$ cat src/rtl/mbs_pkg.sv
// Shared types for the batched memory port sequencer.
package mbs_pkg;
    typedef enum logic {
        CMD_READ  = 1'b0,
        CMD_WRITE = 1'b1
    } cmd_dir_e;
endpackage

$ cat src/rtl/mbs_cmd_issuer.sv
// Command issuer: picks the next read or write command for the controller queue.
// All reads of the batch go first, then all writes. A read needs reserved
// read-FIFO space; a write needs one complete burst already in the write FIFO.
// Assumes the queue accepts a push in any cycle where cmd_full is low.
module mbs_cmd_issuer
    import mbs_pkg::*;
#(
    parameter int ADDR_W      = 32,
    parameter int CNT_W       = 8,
    parameter int BL_W        = 6,
    parameter int BURST_WORDS = 64,
    parameter int ADDR_STEP   = 1024
) (
    input  logic              clk,
    input  logic              rst_n,
    input  logic              clr,
    input  logic              active,
    input  logic [CNT_W-1:0]  n_bursts,
    input  logic [ADDR_W-1:0] rd_base,
    input  logic [ADDR_W-1:0] wr_base,
    input  logic              rd_space_ok,
    input  logic              wr_data_ok,
    input  logic              cmd_full,
    output logic              cmd_en,
    output cmd_dir_e          cmd_dir,
    output logic [ADDR_W-1:0] cmd_addr,
    output logic [BL_W-1:0]   cmd_bl,
    output logic              rd_issue,
    output logic              wr_issue,
    output logic              all_issued
);
    localparam logic [BL_W-1:0]   BL_CODE = BL_W'(BURST_WORDS - 1);
    localparam logic [ADDR_W-1:0] STEP    = ADDR_W'(ADDR_STEP);

    logic [CNT_W-1:0]  rd_cnt, wr_cnt;
    logic [ADDR_W-1:0] rd_addr, wr_addr;
    logic              rd_left, wr_left, want_rd, want_wr;

    // Select the eligible command; reads have priority until all are issued.
    always_comb begin
        rd_left    = (rd_cnt != n_bursts);
        wr_left    = (wr_cnt != n_bursts);
        want_rd    = active && rd_left && rd_space_ok;
        want_wr    = active && !rd_left && wr_left && wr_data_ok;
        cmd_en     = (want_rd || want_wr) && !cmd_full;
        cmd_dir    = want_rd ? CMD_READ : CMD_WRITE;
        cmd_addr   = want_rd ? rd_addr : wr_addr;
        cmd_bl     = BL_CODE;
        rd_issue   = cmd_en && want_rd;
        wr_issue   = cmd_en && !want_rd;
        all_issued = !rd_left && !wr_left;
    end

    // Advance command counters and addresses on each accepted command.
    always_ff @(posedge clk) begin
        if (!rst_n) begin
            rd_cnt  <= '0;
            wr_cnt  <= '0;
            rd_addr <= '0;
            wr_addr <= '0;
        end else if (clr) begin
            rd_cnt  <= '0;
            wr_cnt  <= '0;
            rd_addr <= rd_base;
            wr_addr <= wr_base;
        end else begin
            if (rd_issue) begin
                rd_cnt  <= rd_cnt + 1'b1;
                rd_addr <= rd_addr + STEP;
            end
            if (wr_issue) begin
                wr_cnt  <= wr_cnt + 1'b1;
                wr_addr <= wr_addr + STEP;
            end
        end
    end
endmodule

$ cat src/rtl/mbs_rd_drain.sv
// Read drain: forwards read-FIFO words to the downstream stream as soon as
// the FIFO is non-empty, and keeps a reservation count of unclaimed FIFO space.
// Assumes a first-word-fall-through FIFO and trusts only its empty flag.
module mbs_rd_drain #(
    parameter int DATA_W      = 128,
    parameter int RDF_WORDS   = 128,
    parameter int BURST_WORDS = 64,
    parameter int WCNT_W      = 14
) (
    input  logic              clk,
    input  logic              rst_n,
    input  logic              clr,
    input  logic              active,
    input  logic              rd_issue,
    input  logic [WCNT_W-1:0] total_words,
    input  logic              rdf_empty,
    input  logic [DATA_W-1:0] rdf_data,
    input  logic              rs_ready,
    output logic              rdf_pop,
    output logic              rs_valid,
    output logic [DATA_W-1:0] rs_data,
    output logic              space_ok,
    output logic              all_drained
);
    localparam int              SP_W     = $clog2(RDF_WORDS + 1);
    localparam logic [SP_W-1:0] SP_FULL  = SP_W'(RDF_WORDS);
    localparam logic [SP_W-1:0] SP_BURST = SP_W'(BURST_WORDS);

    logic [SP_W-1:0]   space;
    logic [WCNT_W-1:0] drained;

    // Stream handshake and space test.
    always_comb begin
        rs_valid    = active && !rdf_empty;
        rdf_pop     = rs_valid && rs_ready;
        rs_data     = rdf_data;
        space_ok    = (space >= SP_BURST);
        all_drained = (drained == total_words);
    end

    // Reserve a burst per read command, release a word per pop; count drained words.
    always_ff @(posedge clk) begin
        if (!rst_n) begin
            space   <= SP_FULL;
            drained <= '0;
        end else if (clr) begin
            space   <= SP_FULL;
            drained <= '0;
        end else begin
            space <= space - (rd_issue ? SP_BURST : '0) + (rdf_pop ? SP_W'(1) : '0);
            if (rdf_pop) drained <= drained + 1'b1;
        end
    end
endmodule

$ cat src/rtl/mbs_wr_fill.sv
// Write fill: moves upstream words into the write FIFO without overflow and
// counts whole bursts staged there as write credits for the command issuer.
// Assumes the FIFO full flag is valid in the cycle it is sampled.
module mbs_wr_fill #(
    parameter int DATA_W      = 128,
    parameter int BURST_WORDS = 64,
    parameter int WCNT_W      = 14
) (
    input  logic              clk,
    input  logic              rst_n,
    input  logic              clr,
    input  logic              active,
    input  logic [WCNT_W-1:0] total_words,
    input  logic              ws_valid,
    input  logic [DATA_W-1:0] ws_data,
    input  logic              wdf_full,
    input  logic              wr_issue,
    output logic              ws_ready,
    output logic              wdf_push,
    output logic [DATA_W-1:0] wdf_data,
    output logic              credit_ok
);
    localparam int               BEAT_W    = $clog2(BURST_WORDS);
    localparam logic [BEAT_W-1:0] LAST_BEAT = BEAT_W'(BURST_WORDS - 1);

    logic [WCNT_W-1:0] pushed;
    logic [BEAT_W-1:0] beat;
    logic [WCNT_W-1:0] credits;
    logic              burst_done;

    // Accept upstream data while room remains and the batch still needs words.
    always_comb begin
        ws_ready   = active && !wdf_full && (pushed != total_words);
        wdf_push   = ws_valid && ws_ready;
        wdf_data   = ws_data;
        burst_done = wdf_push && (beat == LAST_BEAT);
        credit_ok  = (credits != '0);
    end

    // Track pushed words, beat position and staged bursts.
    always_ff @(posedge clk) begin
        if (!rst_n) begin
            pushed  <= '0;
            beat    <= '0;
            credits <= '0;
        end else if (clr) begin
            pushed  <= '0;
            beat    <= '0;
            credits <= '0;
        end else begin
            if (wdf_push) begin
                pushed <= pushed + 1'b1;
                beat   <= burst_done ? '0 : beat + 1'b1;
            end
            credits <= credits + (burst_done ? WCNT_W'(1) : '0) - (wr_issue ? WCNT_W'(1) : '0);
        end
    end
endmodule

$ cat src/rtl/mem_batch_seq.sv
// Batched memory port sequencer top: latches a batch on start, runs command
// issue, read drain and write fill concurrently, and pulses done at the end.
// Assumes batch parameters are stable only in the start cycle.
module mem_batch_seq
    import mbs_pkg::*;
#(
    parameter int DATA_W      = 128,
    parameter int ADDR_W      = 32,
    parameter int CNT_W       = 8,
    parameter int BL_W        = 6,
    parameter int BURST_WORDS = 64,
    parameter int RDF_WORDS   = 128
) (
    input  logic              clk,
    input  logic              rst_n,
    input  logic              start,
    input  logic [ADDR_W-1:0] rd_base,
    input  logic [ADDR_W-1:0] wr_base,
    input  logic [CNT_W-1:0]  batch_len,
    output logic              busy,
    output logic              done,
    output logic              cmd_en,
    output logic              cmd_is_wr,
    output logic [ADDR_W-1:0] cmd_addr,
    output logic [BL_W-1:0]   cmd_bl,
    input  logic              cmd_full,
    input  logic              rdf_empty,
    input  logic [DATA_W-1:0] rdf_data,
    output logic              rdf_pop,
    output logic              rs_valid,
    output logic [DATA_W-1:0] rs_data,
    input  logic              rs_ready,
    input  logic              ws_valid,
    input  logic [DATA_W-1:0] ws_data,
    output logic              ws_ready,
    input  logic              wdf_full,
    output logic              wdf_push,
    output logic [DATA_W-1:0] wdf_data
);
    localparam int BEAT_W    = $clog2(BURST_WORDS);
    localparam int WCNT_W    = CNT_W + BEAT_W;
    localparam int ADDR_STEP = BURST_WORDS * (DATA_W / 8);

    logic              busy_r, done_r, accept, complete;
    logic [CNT_W-1:0]  n_r;
    logic [WCNT_W-1:0] total_words;
    logic              space_ok, credit_ok, rd_issue, wr_issue, all_issued, all_drained;
    cmd_dir_e          dir;

    // Batch control terms.
    always_comb begin
        accept      = start && !busy_r;
        complete    = busy_r && all_issued && all_drained;
        total_words = WCNT_W'(n_r) * WCNT_W'(BURST_WORDS);
        busy        = busy_r;
        done        = done_r;
        cmd_is_wr   = (dir == CMD_WRITE);
    end

    // Batch state: latch length on start, drop busy and pulse done at completion.
    always_ff @(posedge clk) begin
        if (!rst_n) begin
            busy_r <= 1'b0;
            done_r <= 1'b0;
            n_r    <= '0;
        end else begin
            done_r <= complete;
            if (accept) begin
                busy_r <= 1'b1;
                n_r    <= batch_len;
            end else if (complete) begin
                busy_r <= 1'b0;
            end
        end
    end

    mbs_cmd_issuer #(
        .ADDR_W(ADDR_W), .CNT_W(CNT_W), .BL_W(BL_W),
        .BURST_WORDS(BURST_WORDS), .ADDR_STEP(ADDR_STEP)
    ) i_issuer (
        .clk(clk), .rst_n(rst_n), .clr(accept), .active(busy_r),
        .n_bursts(n_r), .rd_base(rd_base), .wr_base(wr_base),
        .rd_space_ok(space_ok), .wr_data_ok(credit_ok), .cmd_full(cmd_full),
        .cmd_en(cmd_en), .cmd_dir(dir), .cmd_addr(cmd_addr), .cmd_bl(cmd_bl),
        .rd_issue(rd_issue), .wr_issue(wr_issue), .all_issued(all_issued)
    );

    mbs_rd_drain #(
        .DATA_W(DATA_W), .RDF_WORDS(RDF_WORDS),
        .BURST_WORDS(BURST_WORDS), .WCNT_W(WCNT_W)
    ) i_drain (
        .clk(clk), .rst_n(rst_n), .clr(accept), .active(busy_r),
        .rd_issue(rd_issue), .total_words(total_words),
        .rdf_empty(rdf_empty), .rdf_data(rdf_data), .rs_ready(rs_ready),
        .rdf_pop(rdf_pop), .rs_valid(rs_valid), .rs_data(rs_data),
        .space_ok(space_ok), .all_drained(all_drained)
    );

    mbs_wr_fill #(
        .DATA_W(DATA_W), .BURST_WORDS(BURST_WORDS), .WCNT_W(WCNT_W)
    ) i_fill (
        .clk(clk), .rst_n(rst_n), .clr(accept), .active(busy_r),
        .total_words(total_words), .ws_valid(ws_valid), .ws_data(ws_data),
        .wdf_full(wdf_full), .wr_issue(wr_issue),
        .ws_ready(ws_ready), .wdf_push(wdf_push), .wdf_data(wdf_data),
        .credit_ok(credit_ok)
    );
endmodule

$ cat config.mk
export PLATFORM = sky130hd
export DESIGN_NAME = mem_batch_seq
export DESIGN_NICKNAME = d
export VERILOG_FILES = /design/src/rtl/mbs_pkg.sv /design/src/rtl/mbs_cmd_issuer.sv /design/src/rtl/mbs_rd_drain.sv /design/src/rtl/mbs_wr_fill.sv /design/src/rtl/mem_batch_seq.sv
export SDC_FILE = /design/constraint.sdc
export NUM_CORES = 1
export LEC_CHECK = 0
export BUFFER_PORTS_ARGS = -buffer_cell sky130_fd_sc_hd__buf_4
export CAP_MARGIN = 40
export CORE_AREA = 2 2 246 248
export DETAILED_ROUTE_END_ITERATION = 7
export DIE_AREA = 0 0 248 250
export PLACE_DENSITY = 0.39
export SYNTH_ARGS = -nofsm -noshare
export SYNTH_HDL_FRONTEND = slang
export SYNTH_SLANG_ARGS = --single-unit
$ cat constraint.sdc
create_clock -name clk -period 8.8 [get_ports clk]
set_input_delay 0.44 -clock clk [delete_from_list [all_inputs] [get_ports clk]]
set_output_delay 0.44 -clock clk [all_outputs]
set_load 0.03 [all_outputs]
* Word-level counts from Yosys, hierarchy flattened *
Index checks and enable logic that the tools add are counted.

word-level totals
  register bits after elaboration = 146
  bits of input ports = 336
  output and inout port bits = 302

cells by class
  $add $sub $neg = 11
  order comparisons = 1
  equality and inequality tests = 5
  mux-type cells = 13
  bitwise operators = 1
  reduce and logical (&&, ||, !) cells = 31

operator list
  cell                                                                    number
  32-bit 2-to-1 mux                                                       5
  32-bit by 11-bit adder with 32-bit output (second input constant)       2
  14-bit by 1-bit adder with 14-bit output (second input constant)        2
  1-bit logical AND                                                       18
  8-bit by 1-bit adder with 8-bit output (second input constant)          2
  8-bit inequality test                                                   2
  14-bit adder                                                            1
  14-bit equality test                                                    1
  14-bit inequality test                                                  1
  14-bit nonzero test                                                     1
  14-bit subtractor                                                       1
  8-bit adder                                                             1
  8-bit by 7-bit >= comparator with 1-bit output (second input constant)  1
  8-bit subtractor                                                        1
  1-bit logical NOT                                                       7
  7-bit 2-to-1 mux                                                        1
  6-bit by 1-bit adder with 6-bit output (second input constant)          1
  6-bit equality test (second input constant)                             1
  1-bit 2-to-1 mux                                                        6
  6-bit 2-to-1 mux                                                        1
  2-bit nonzero test                                                      3
  2-bit OR reduction                                                      1
  1-bit logical OR                                                        1
  1-bit NOT                                                               1

* Logic depth before layout (Yosys ltp) *
Gate-level depths: netlist of the first run.

  depth after elaboration = 11
  gate-level depth with buffers = 18
  mapped depth without buffers = 17

* Hierarchy *
A second synthesis of the first run with hierarchy kept.

second synthesis, totals
  cell total of the unflattened synthesis = 1299
  area, all modules = 10954.3 um2

modules (own cells, without submodules)
  module          times used  cells each  area an instance (um2)
  mbs_cmd_issuer  1           558         4923.5
  mbs_wr_fill     1           415         3318.2
  mbs_rd_drain    1           284         2309.7
  mem_batch_seq   1           42          402.9

* Least setup slack after synthesis of the first run *
Ideal clock, no wire load.

  kind = flip-flop to flip-flop
  start point = reg n_r[7]
  end point = reg i_fill.credits[10]
  library setup time = 0.131 ns
  arrival time = 4.087 ns
  required time = 8.669 ns
  path slack = 4.582 ns
  stages on the path, launching flop included = 19
  path through = dfxtp_1 buf_2 xnor2_2 nand4_1 or3_4 clkbuf_1 or3b_2 nor2_1 ha_1 inv_1 ha_1 inv_1 fa_1 nor2b_1 o311a_1 o21ai_0 a2111oi_0 o31a_1 nor3_1

between the ends
  word-level cells in the longest chain between the ends = 10

RTL lines
  what                             line                  text
  start, declared                  mem_batch_seq.sv:45   logic [CNT_W-1:0] n_r;
  start signal, assigned           mem_batch_seq.sv:70   n_r <= batch_len;
  8-bit inequality test            mbs_cmd_issuer.sv:41  rd_left = (rd_cnt != n_bursts);
  1-bit logical NOT                mbs_cmd_issuer.sv:44  want_wr = active && !rd_left && wr_left && wr_data_ok;
  1-bit logical AND (3 in series)  mbs_cmd_issuer.sv:44
  1-bit logical OR                 mbs_cmd_issuer.sv:45  cmd_en = (want_rd || want_wr) && !cmd_full;
  1-bit logical AND                mbs_cmd_issuer.sv:45
  1-bit logical AND (*)            mbs_cmd_issuer.sv:50  wr_issue = cmd_en && !want_rd;
  net i_fill.wr_issue              mbs_wr_fill.sv:17     input logic wr_issue,
  1-bit 2-to-1 mux (*)             mbs_wr_fill.sv:55     credits <= credits + (burst_done ? WCNT_W'(1) : '0) - (wr_issue ? WCNT_W'(1) : '0);
  14-bit subtractor (*)            mbs_wr_fill.sv:55
  end signal, assigned             mbs_wr_fill.sv:55
  end, declared                    mbs_wr_fill.sv:28     logic [WCNT_W-1:0] credits;

The timed path passes the listed nets; every way through them passes the cells marked *.
A chain may end at the register's enable or synchronous reset.

* Final worst setup path of the first run *
Same ends and word-level chain as after synthesis.

==> results of run 1 <==
cells in the final DEF (no fill, tap or decap), drive strengths merged, types with 3 or more instances in the layout:
cell type | netlist | final
buf | 279 | 130
nor2b | 6 | 6
or3 | 4 | 4
nand3 | 43 | 43
o21a | 4 | 4
and3 | 15 | 15
nor3 | 41 | 41
bufinv | 0 | 4
xor2 | 54 | 54
a21oi | 61 | 61
clkbuf | 49 | 19
a211oi | 18 | 18
conb | 1 | 6
and2 | 9 | 9
dfxtp | 146 | 146
nand2b | 3 | 3
nor4 | 19 | 19
o21ai | 31 | 31
nor2 | 99 | 99
nand2 | 211 | 211
nor3b | 3 | 3
nand4 | 29 | 29
mux2i | 3 | 3
xnor2 | 53 | 53
o21bai | 7 | 7
a311oi | 7 | 7
o211ai | 3 | 3
a32oi | 3 | 3
and4 | 9 | 9
nand4b | 5 | 5
ha | 39 | 39
clkinv | 0 | 8
inv | 43 | 43
power by group:
part	switching, mW	internal [mW]	leakage (nW)
Clock	0.314	0.489	0.313
Combinational	0.350	0.232	2.49
Sequential	0.0406	0.707	1.19
routing by layer:
layer	track usage, %	wire [um]	vias to the layer above
met4	4.55	1070	0
met5	0	0	-
li1	-	-	3803
met2	14.8	13100	264
met3	3.66	2390	105
met1	11.9	13100	3621
Yosys cell counts, types with 39 or more instances:
library cell / n / area (sq um)
a21oi_1: 61 / 305
buf_4: 263 / 1970
clkbuf_1: 49 / 184
dfxtp_1: 146 / 2920
ha_1: 39 / 488
inv_1: 43 / 161
nand2_1: 211 / 792
nand3_1: 43 / 215
nor2_1: 98 / 368
nor3_1: 40 / 200
xnor2_1: 52 / 455
xor2_1: 54 / 473
worst max path at each step:
stage,startpoint,to,cells past startpoint,slack (ps)
CTS,n_r[7],i_fill.credits[10],16,4130
global placement,n_r[7],i_fill.credits[10],16,4290
global route,n_r[5],i_fill.credits[12],16,3670
detailed placement,n_r[7],i_fill.credits[10],16,4180
finish,n_r[7],i_fill.credits[10],16,4100
floorplan,n_r[7],i_fill.credits[10],18,4580
cells by family (layout without fill, tap and decap cells):
logic type      Yosys count  in the layout  share of synthesized area, %
other cells               1              6                        0.0370
compound gates          154            154                          9.49
mux                       5              5                         0.518
simple gates            505            505                          23.1
xor+xnor                107            107                          9.32
fa+ha+maj                40             40                          5.01
buf+inv                 371            205                          23.7
flops                   146            146                          28.8
state kept, by name (all words and copies together) (netlist names):
| signal | flops |
|---|---|
| i_drain.drained | 14 |
| i_fill.beat | 6 |
| i_issuer.rd_cnt | 8 |
| done | 1 |
| i_fill.credits | 14 |
| i_issuer.rd_addr | 32 |
| n_r | 8 |
| busy | 1 |
| i_issuer.wr_cnt | 8 |
| i_fill.pushed | 14 |
| i_drain.space | 8 |
| i_issuer.wr_addr | 32 |
area by class of cell:
class,instances,share of cell area [%]
multi-input cells,817,46.0
clock inverters,13,1.73
flip-flops and latches,146,27.7
clock buffers,19,4.29
well taps,782,9.27
repair buffers,130,9.51
inverters,43,1.53
worst max-delay path, stage by stage (launching register included):
cell	delay, ps
dfxtp_1	490
xnor2_2	150
nand4_1	190
or3_4	500
or3b_2	500
nor2_1	120
ha_1	240
inv_1	60
ha_1	180
inv_1	60
fa_1	370
nor2b_1	220
o311a_1	230
o21ai_0	120
a2111oi_0	870
o31a_1	230
nor3_1	40
==> flow_metrics.tcl, run 1 <==
set metrics [dict create \
    outcome "completed" \
    grt_pass1_wl_um 46100 \
    cts_hold_buffers 0 \
    dieHeight_um 250 \
    synth_edf_count 0 \
    rsz0062_at_grt "no" \
    layout_setup_ws_ps 4100 \
    cp-end-kind "flip-flop" \
    synthesis.area_sq_um 10100 \
    vias_per_cell 4.00 \
    maxCapViolCount 0 \
    gr-total-overflow 0 \
    r2r_setup_slack_ps 4100 \
    final-hold-violation-count 0 \
    antenna_found_initial 0 \
    power.leakage_nw 4.00 \
    r2r_cells 16 \
    ctsLongestPathBuffers 2 \
    dpl.cell_count 1918 \
    finClkSkew_ps 7.70 \
    wl_per_cell_um 15.2 \
    place_area_sq_um 9920 \
    grt_pass1_vias 7908 \
    detailed_place_hpwl_um 21900 \
    num_rows 90 \
    synth_seq_cells 146 \
    post_cts_buffers 0 \
    core_area_sq_um 59600 \
    synthCells 1329 \
    drive_above_1_share_pct 15.0 \
    drc 0 \
    holdCritStartpoint "wr_base[13]" \
    cts.sinks 146 \
    r2r-end "i_fill.credits[10]" \
    multiInputGateArea_sq_um 4850 \
    vias 7793 \
    clk_pin_slew_ps 70 \
    critical_path_class "reg -> reg" \
    firstDrtPassIters 4 \
    hold_depth 3 \
    syn_to_final_growth_pct 4.09 \
    drt_iter0_markers 360 \
    path_max_fanout 13 \
    dp_slack_ps 4180 \
    finalCritPeriodShare_pct 53.5 \
    die-area_sq_um 62000 \
    drt_wl_total_um 29700 \
    place_congestion 0.752 \
    initial_core_util_pct 17.0 \
    cts_resized 0 \
    r2r_start "n_r[7]" \
    diodes 0 \
    final_core_util_pct 17.7 \
    hold_path_end "i_issuer.wr_addr[13]" \
    ys.warnings.count 0 \
    grtUsageTotal_pct 9.66 \
    whs_ps 219 \
    cts_tree "done" \
    power.total_mw 2.13 \
    relSlewSlack_pct 32.6 \
    synth-async-reset-ratio_pct 0 \
    portBuffers 119 \
    die_x_um 248 \
    yosysSeqAreaShare_pct 28.8 \
    cts_root_buf "clkbuf_16" \
    cp.required_ps 9110 \
    fmax_mhz 213 \
    tightest_slew_ps 985 \
    ios 638 \
    netlist-cell-type-count 64 \
    ff_latch_area_sq_um 2920 \
    min_path_type "in -> reg" \
    fin_cells 1950 \
    avgSynthCellArea_sq_um 7.63 \
    cp.arrival_ps 5010 \
    fillers 6733 \
    min_period_ps 4700 \
    clock_latency_ps 440 \
    grt_max_degree 78 \
    cts_buffers 17 \
    nets 1531 \
    ant_nets 0 \
    worst_setup_path_start_kind "flip-flop" \
    power_density_nw_per_um2 202 \
    setup_viol 0 \
    fin_tns_setup_ps 0 \
    design_area_sq_um 10600 \
    htreeDepth 4 \
    drv_slew 0 \
    ys.flop_type "dfxtp_1" \
    ir_worst_vdd_uv 126 \
]
Note: power is estimated with default switching activity, not from simulation.
==> run 2, diff against run 1 <==
Settings changed: CORE_AREA 2 2 246 248 to 2 2 247 249, DIE_AREA 0 0 248 250 to 0 0 249 251.
Clock period 8.8 ns to 4.6 ns, I/O delays scaled along.
==> run 2 against run 1 <==
  * Sequential power grew 90%
  * Highest routed layer unchanged
  * Largest power group unchanged
  * Sequential cell count is the same
  * Core utilization grew 0.096 points
  * Wire length shrank 0.17%
  * Clock-buffer cell count grew 1
  * First-iteration DRC count shrank 8.3%
==> flow_metrics.tcl, run 2 (synthesized netlist as in run 1, its figures left out) <==
set metrics [dict create \
    outcome "completed" \
    clock_latency_ps 450 \
    drive_above_1_share_pct 15.8 \
    dr_wl_met3_um 1910 \
    drt_iter0_markers 330 \
    firstDrtPassIters 4 \
    die-area_sq_um 62500 \
    syn_to_final_growth_pct 5.05 \
    nets 1545 \
    place_congestion 0.731 \
    grtUsageTotal_pct 9.53 \
    clk_pin_slew_ps 70 \
    cp-end-kind "flip-flop" \
    cts_root_buf "clkbuf_16" \
    vias 7805 \
    initial_core_util_pct 17.0 \
    setup_viol 0 \
    critical_path_class "reg -> reg" \
    portBuffers 119 \
    whs_ps 30.0 \
    fmax_mhz 237 \
    place_area_sq_um 10000 \
    power_density_nw_per_um2 381 \
    ios 638 \
    die_x_um 249 \
    finClkSkew_ps 11.3 \
    vias_per_cell 3.97 \
    grt_pass1_wl_um 46400 \
    core_area_sq_um 59800 \
    detailed_place_hpwl_um 21900 \
    maxCapViolCount 0 \
    power.leakage_nw 4.04 \
    num_rows 90 \
    path_max_fanout 13 \
    design_area_sq_um 10600 \
    worst_setup_path_start_kind "flip-flop" \
    grt_max_degree 68 \
    layout_common_cells "209 x nand2_1, 145 x dfxtp_1, 139 x buf_4" \
    gr-total-overflow 0 \
    min_path_type "in -> reg" \
    dieHeight_um 251 \
    diodes 0 \
    tightest_slew_ps 947 \
    ant_nets 0 \
    ctsLongestPathBuffers 2 \
    relSlewSlack_pct 36.6 \
    top_regs "i_issuer.rd_addr: 32 flops, i_issuer.wr_addr: 32 flops" \
    rsz0062_at_grt "no" \
    met1_length_um 13300 \
    cts.sinks 146 \
    fin_tns_setup_ps 0 \
    finalCritPeriodShare_pct 91.6 \
    htreeDepth 4 \
    dr_wl_met2_um 13500 \
    drv_slew 0 \
    layout_commonest_cell "nand2_1" \
    drc 0 \
    antenna_found_initial 1 \
    grt_pass1_vias 8089 \
    min_period_ps 4210 \
    top_layer "met4" \
    wl_per_cell_um 15.1 \
    final-hold-violation-count 0 \
    drt_wl_total_um 29600 \
    cp.arrival_ps 4520 \
    cp.required_ps 4900 \
    cts_tree "done" \
    ir_worst_vdd_uv 222 \
    cts_buffers 17 \
]
[run 2: power breakdown]
part	internal, mW	switching [mW]
sequential	1.35	0.0690
clock	0.883	0.602
combinational	0.470	0.683
[run 2: worst paths after layout]
check | startpoint | end | slack (ps) | cells past startpoint
min | wr_base[1] | i_issuer.wr_addr[1] | 30 | 3
min reg2reg | i_issuer.rd_addr[3] | i_issuer.rd_addr[3] | 450 | 2
max reg2reg | i_issuer.rd_cnt[2] | i_fill.credits[10] | 390 | 17
max | i_issuer.rd_cnt[2] | i_fill.credits[10] | 390 | 17
[run 2: layout make-up]
class,count,area (sq um)
inverters,43,161
clock buffers,20,457
well taps,782,978
flip-flops and latches,146,2920
clock inverters,12,156
repair buffers,144,1120
fillers,6764,49100
multi-input cells,817,4860
[run 2: critical path, cell delays in order (launching register included)]
cell	delay [ps]
dfxtp_1	430
xnor2_1	140
nand4_1	210
or3_4	470
or3b_2	510
nor2_1	120
ha_1	230
inv_1	60
ha_1	180
inv_1	60
fa_1	380
nor2b_1	210
o311a_1	230
o21ai_0	160
a2111oi_2	340
buf_4	180
o31a_1	130
nor3_1	40
[run 2: what timing repair did]
action,4_1_cts,5_1_grt
buffers inserted,0,0
hold endpoints to repair,3,0
hold buffers,3,0
setup endpoints to repair,0,2
gates resized for setup,0,3
[run 2: metrics by stage]
step / std cells / worst slack [ps] / power (mW) / utilization [%]
finish: 1964 / 386 / 4.06 / 17.8
global route: 1964 / 22.6 / 4.33 / 17.8
CTS: 1964 / 137 / 4.12 / 17.8
detailed placement: 1929 / 171 / 2.59 / 16.7
global placement: 1927 / 195 / 2.59 / 16.6
floorplan: 1334 / 382 / 2.65 / -
[run 2: routing by layer]
metal / up-vias / track usage (%)
met4: 0 / 3.93
li1: 3829 / -
met1: 3637 / 11.5
met3: 82 / 3.20
met5: - / 0
met2: 257 / 15.4
